==> src/rtl/smm_pkg.sv <==
package smm_pkg;

  localparam int REG_W     = 8;
  localparam int OPEN_POS  = 6;
  localparam int CLOSE_POS = 5;
  localparam int LOCK_POS  = 4;
  localparam int GEN_POS   = 3;
  localparam int SEG_W     = 3;
  localparam logic [SEG_W-1:0] BASE_SEG = 3'b010;

  typedef struct packed {
    logic open;
    logic cls;
    logic lck;
    logic gen;
  } smm_ctl_t;

  function automatic logic [REG_W-1:0] pack_ctl(input smm_ctl_t c);
    logic [REG_W-1:0] v;
    v = '0;
    v[OPEN_POS]    = c.open;
    v[CLOSE_POS]   = c.cls;
    v[LOCK_POS]    = c.lck;
    v[GEN_POS]     = c.gen;
    v[SEG_W-1:0]   = BASE_SEG;
    return v;
  endfunction

endpackage

==> src/rtl/smm_ctrl_reg.sv <==
module smm_ctrl_reg
  import smm_pkg::*;
(
  input  logic             clk,
  input  logic             rst,
  input  logic             wr,
  input  logic             rd,
  input  logic [REG_W-1:0] wdata,
  output smm_ctl_t         ctl,
  output logic [REG_W-1:0] rdata
);

  smm_ctl_t ctl_q;
  smm_ctl_t ctl_d;

  always_comb begin
    ctl_d = ctl_q;
    if (wr) begin
      ctl_d.cls = wdata[CLOSE_POS];
      if (!ctl_q.lck) begin
        ctl_d.gen  = wdata[GEN_POS];
        ctl_d.lck  = wdata[LOCK_POS];
        ctl_d.open = wdata[OPEN_POS] & ~wdata[LOCK_POS];
      end
    end
  end

  always_ff @(posedge clk) begin
    if (rst) begin
      ctl_q <= '0;
      rdata <= '0;
    end else begin
      ctl_q <= ctl_d;
      rdata <= rd ? pack_ctl(ctl_q) : '0;
    end
  end

  assign ctl = ctl_q;


  lock_sticky_chk: assert property (@(posedge clk) disable iff (rst)
    ctl_q.lck |=> ctl_q.lck);


  open_clr_chk: assert property (@(posedge clk) disable iff (rst)
    ctl_q.lck |-> !ctl_q.open);


  gen_frozen_chk: assert property (@(posedge clk) disable iff (rst)
    ctl_q.lck |=> $stable(ctl_q.gen));


  seg_fixed_chk: assert property (@(posedge clk) disable iff (rst)
    rd |=> (rdata[REG_W-1] == 1'b0 && rdata[SEG_W-1:0] == BASE_SEG));

endmodule

==> src/rtl/smm_addr_match.sv <==
module smm_addr_match #(
  parameter int              ADDR_W   = 32,
  parameter logic [ADDR_W-1:0] WIN_BASE = 32'h000A_0000,
  parameter logic [ADDR_W-1:0] WIN_SIZE = 32'h0002_0000
) (
  input  logic [ADDR_W-1:0] addr,
  output logic              in_win
);

  localparam logic [ADDR_W-1:0] WIN_LAST = WIN_BASE + WIN_SIZE - 1'b1;
  localparam bit ALIGNED_POW2 =
    ((WIN_SIZE & (WIN_SIZE - 1'b1)) == '0) && ((WIN_BASE & (WIN_SIZE - 1'b1)) == '0);
  localparam int SZ_LG = $clog2(WIN_SIZE);

  generate
    if (ALIGNED_POW2 && SZ_LG > 0 && SZ_LG < ADDR_W) begin : g_mask
      assign in_win = (addr[ADDR_W-1:SZ_LG] == WIN_BASE[ADDR_W-1:SZ_LG]);
    end else begin : g_range
      assign in_win = (addr >= WIN_BASE) && (addr <= WIN_LAST);
    end
  endgenerate

endmodule

==> src/rtl/smm_route.sv <==
module smm_route
  import smm_pkg::*;
(
  input  logic     clk,
  input  logic     rst,
  input  logic     acc_valid,
  input  logic     in_win,
  input  logic     acc_smm,
  input  logic     acc_code,
  input  smm_ctl_t ctl,
  output logic     route_valid,
  output logic     route_local
);

  logic smm_ok;
  logic open_ok;
  logic claim;

  always_comb begin
    smm_ok  = acc_smm & (acc_code | ~ctl.cls);
    open_ok = ~acc_smm & ctl.open & ~ctl.lck;
    claim   = acc_valid & in_win & ctl.gen & (smm_ok | open_ok);
  end

  always_ff @(posedge clk) begin
    if (rst) begin
      route_valid <= 1'b0;
      route_local <= 1'b0;
    end else begin
      route_valid <= acc_valid;
      route_local <= claim;
    end
  end


  idle_fwd_chk: assert property (@(posedge clk) disable iff (rst)
    !acc_valid |=> (!route_valid && !route_local));


  outside_fwd_chk: assert property (@(posedge clk) disable iff (rst)
    (acc_valid && !in_win) |=> (route_valid && !route_local));

endmodule

==> src/rtl/smm_window_ctrl.sv <==
module smm_window_ctrl
  import smm_pkg::*;
#(
  parameter int                ADDR_W   = 32,
  parameter logic [ADDR_W-1:0] WIN_BASE = 32'h000A_0000,
  parameter logic [ADDR_W-1:0] WIN_SIZE = 32'h0002_0000
) (
  input  logic              clk,
  input  logic              rst,
  input  logic              cfg_wr,
  input  logic              cfg_rd,
  input  logic [REG_W-1:0]  cfg_wdata,
  output logic [REG_W-1:0]  cfg_rdata,
  input  logic              acc_valid,
  input  logic [ADDR_W-1:0] acc_addr,
  input  logic              acc_smm,
  input  logic              acc_code,
  output logic              route_valid,
  output logic              route_local
);

  smm_ctl_t ctl;
  logic     in_win;

  smm_ctrl_reg u_reg (
    .clk   (clk),
    .rst   (rst),
    .wr    (cfg_wr),
    .rd    (cfg_rd),
    .wdata (cfg_wdata),
    .ctl   (ctl),
    .rdata (cfg_rdata)
  );

  smm_addr_match #(
    .ADDR_W   (ADDR_W),
    .WIN_BASE (WIN_BASE),
    .WIN_SIZE (WIN_SIZE)
  ) u_match (
    .addr   (acc_addr),
    .in_win (in_win)
  );

  smm_route u_route (
    .clk         (clk),
    .rst         (rst),
    .acc_valid   (acc_valid),
    .in_win      (in_win),
    .acc_smm     (acc_smm),
    .acc_code    (acc_code),
    .ctl         (ctl),
    .route_valid (route_valid),
    .route_local (route_local)
  );


  gen_off_chk: assert property (@(posedge clk) disable iff (rst)
    !ctl.gen |=> !route_local);


  close_data_chk: assert property (@(posedge clk) disable iff (rst)
    (acc_valid && ctl.gen && ctl.cls && acc_smm && !acc_code) |=> !route_local);


  locked_nonsmm_chk: assert property (@(posedge clk) disable iff (rst)
    (acc_valid && ctl.lck && !acc_smm) |=> !route_local);

endmodule

==> config.mk <==
export PLATFORM = sky130hd
export DESIGN_NAME = smm_window_ctrl
export DESIGN_NICKNAME = d
export VERILOG_FILES = /design/src/rtl/smm_pkg.sv /design/src/rtl/smm_ctrl_reg.sv /design/src/rtl/smm_addr_match.sv /design/src/rtl/smm_route.sv /design/src/rtl/smm_window_ctrl.sv
export SDC_FILE = /design/constraint.sdc
export NUM_CORES = 1
export LEC_CHECK = 0
export BUFFER_PORTS_ARGS = -buffer_cell sky130_fd_sc_hd__buf_2
export CORE_MARGIN = 8
export CORE_UTILIZATION = 28
export CTS_BUF_LIST = sky130_fd_sc_hd__clkbuf_8
export DETAILED_ROUTE_END_ITERATION = 8
export PLACE_DENSITY_LB_ADDON = 0.05
export SLEW_MARGIN = 5
export SYNTH_ARGS = -nofsm -noshare
export SYNTH_HDL_FRONTEND = slang
export SYNTH_SLANG_ARGS = --single-unit
==> constraint.sdc <==
create_clock -name clk -period 0.8 [get_ports clk]
set_input_delay 0.04 -clock clk [delete_from_list [all_inputs] [get_ports clk]]
set_output_delay 0.04 -clock clk [all_outputs]
set_load 0.05 [all_outputs]
==> results_dict.tcl <==
set metrics [dict create \
    required_ns 0.92 \
    nets 126 \
    r2r-end "u_reg.ctl[3]" \
    ys_seq_area_frac 0.503 \
    grt_max_degree 8 \
    clkTransAtPathRegs_ns 0.05 \
    route.antenna.remaining_nets 0 \
    vias 412 \
    achievable-frequency_mhz 1250 \
    final_cells 94 \
    startpoint_type "flop" \
    syn_area_um2 438 \
    wirelength_um 1110 \
    finalSetupTns_ns -0.00224 \
    setup_slack_ns -0.00157 \
    die_h_um 55.5 \
    initial_core_util 0.294 \
    cp.buffers_inverters 0 \
    core-area_mm2 0.00149 \
    final.period_utilization 1.00 \
    skew_ns 0.00337 \
    routedWlPerCell_um 11.8 \
    synth-seq-cells 11 \
    antenna_cells 0 \
    postCtsSetupRepairBufs 0 \
    grt_util_all_layers 0.0697 \
    cp_slowest_cell "dfxtp_4" \
    layout-drive-gt1-share 0.628 \
    numCtsBuffers 3 \
    cts.sinks 11 \
    area_delta_synth_final_pct 63.7 \
    io_pins 57 \
    first_global_vias 446 \
    dp.cells 90 \
    insertion_delay_ns 0.23 \
    whs_ns 0.0510 \
    grt_pass1_wl_um 1810 \
    leakagePower_nw 0.335 \
    whs_path_depth 3 \
    min_period_ns 0.802 \
    row_count 14 \
    fp.dieArea_mm2 0.00309 \
    clk_path_buf_depth 2 \
    totalPowerFinal_mw 1.33 \
    io_buffers 32 \
    finalHoldViolations 0 \
    antenna_found_initial 0 \
    final_max_slew_viol_count 0 \
    die_w_um 55.5 \
    hpwlAfterDp_um 923 \
    status "complete, but fails checks" \
    syn_area_per_cell_um2 10.4 \
    criticalPathCategory "flop to flop" \
    drt_drc_violations_left 0 \
    cts_hold_buffers 0 \
    crit_fanout 6 \
    gp_congestion 0.719 \
    yosysWarnings 0 \
    critical-path-top-delay-family "flip-flops" \
    rsz0062_at_grt "yes" \
    cts_tree "built" \
    worstHoldStart "cfg_wdata[5]" \
    setup_viol_count_final 2 \
    first_iter_violations 2 \
    cts_root_buf "clkbuf_8" \
    viasPerCell 4.38 \
    reg2reg_from "u_reg.ctl[1]" \
    synth_cell_types 19 \
    htreeDepth 1 \
    path_cells "and4bb_1 -> a21oi_2 -> nor2_1" \
    r2r.worst_path.cells 3 \
    ir_worst_vdd_mv 1.11 \
    max_cap_violations 0 \
    dp_worst_setup_slack_ns -0.0786 \
    powerDensity_mw_per_mm2 1860 \
    crit_arrival_ns 0.92 \
    hold_path_end "u_reg.ctl[2]" \
    hp-class "input port to flop" \
    syn_inst 42 \
    cp-end-kind "flop" \
    overflow 0 \
    firstDrtPassIters 4 \
    critPathMaxStageDelay_ns 0.37 \
    violations "negative setup slack" \
    r2r_setup_slack_ns -0.002 \
]
## tightest hold or removal path: stages
cell and delay, ns:
buf_2 0.07, mux2i_1 0.05, nor2_1 0.08
## cells by family (layout without fill, tap and decap cells)
| logic type | Yosys count | in the layout | share of synthesized area |
|---|---|---|---|
| compound gates | 4 | 4 | 0.0457 |
| buf+inv | 3 | 37 | 0.0514 |
| simple gates | 22 | 22 | 0.369 |
| flops | 11 | 11 | 0.503 |
| other cells | 1 | 3 | 0.00856 |
| mux | 1 | 1 | 0.0229 |
## stage by stage
| stage | utilization | cell area [um2] |
|---|---|---|
| CTS | 0.465 | 692 |
| finish | 0.482 | 717 |
| global placement | 0.410 | 611 |
| global route | 0.482 | 717 |
| detailed placement | 0.410 | 611 |
| floorplan | - | 445 |
## registers in the layout, indices dropped and copies added (netlist names)
name	flops
u_route.route_valid	1
u_route.route_local	1
u_reg.ctl	4
u_reg.rdata	5
## worst max path at each step
stage	end	start	depth (start not counted)	slack (ns)
after detailed placement	u_route.route_local	u_reg.ctl[0]	3	-0.08
final	u_reg.ctl[3]	u_reg.ctl[1]	3	-0.002
after global placement	u_route.route_local	u_reg.ctl[0]	3	-0.11
after global routing	u_route.route_local	u_reg.ctl[0]	3	-0.06
after floorplan	u_route.route_local	u_reg.ctl[0]	3	0.004
after CTS	u_route.route_local	u_reg.ctl[0]	3	-0.01
## layout make-up
class / instances / area (um2)
Tap cell: 16 / 20.0
Fill cell: 156 / 772
Sequential cell: 11 / 226
Clock buffer: 3 / 41.3
Timing Repair Buffer: 33 / 193
Multi-Input combinational cell: 30 / 231
Clock inverter: 1 / 5.00
## layer usage
metal,GRT usage,part of all wire,vias up
met1,0.0746,0.42,180
met5,0,0,-
met2,0.106,0.46,21
met3,0.0571,0.12,0
met4,0.0106,0,0
li1,-,-,211
## power breakdown
group,switching [mW],internal [mW],total (mW)
clock network,0.194,0.341,0.535
logic,0.120,0.0955,0.216
registers,0.0133,0.570,0.584
## synth_stat cells
| cell type | number | area [um2] |
|---|---|---|
| nor2b_2 | 2 | 17.5 |
| nor2b_1 | 1 | 6.26 |
| dfxtp_1 | 11 | 220 |
| nand2_1 | 2 | 7.51 |
| o21ai_1 | 1 | 5.00 |
| and2_1 | 4 | 25.0 |
| nor4_1 | 1 | 6.26 |
| nor4b_1 | 1 | 8.76 |
| mux2i_1 | 1 | 10.0 |
| and4bb_1 | 1 | 12.5 |
| buf_4 | 3 | 22.5 |
| nor3_2 | 1 | 10.0 |
| a21oi_1 | 3 | 15.0 |
| nor4b_2 | 2 | 30.0 |
| nor2_1 | 3 | 11.3 |
| nand3_1 | 1 | 5.00 |
| nand2b_1 | 1 | 6.26 |
| nand3b_1 | 2 | 15.0 |
| conb_1 | 1 | 3.75 |
## timing repair
item                       CTS  global route
pin swaps                    0             0
setup endpoints to repair    9             4
gates resized for setup     11             7
## cell usage in the layout (no fill, tap or decap), types with 3 or more instances in the layout
cell type,instances
buf_2,25
dfxtp_1,8
buf_4,6
and2_1,4
nor2b_2,3
nor2_1,3
conb_1,3
clkbuf_8,3
(Power assumes the default switching activity.)
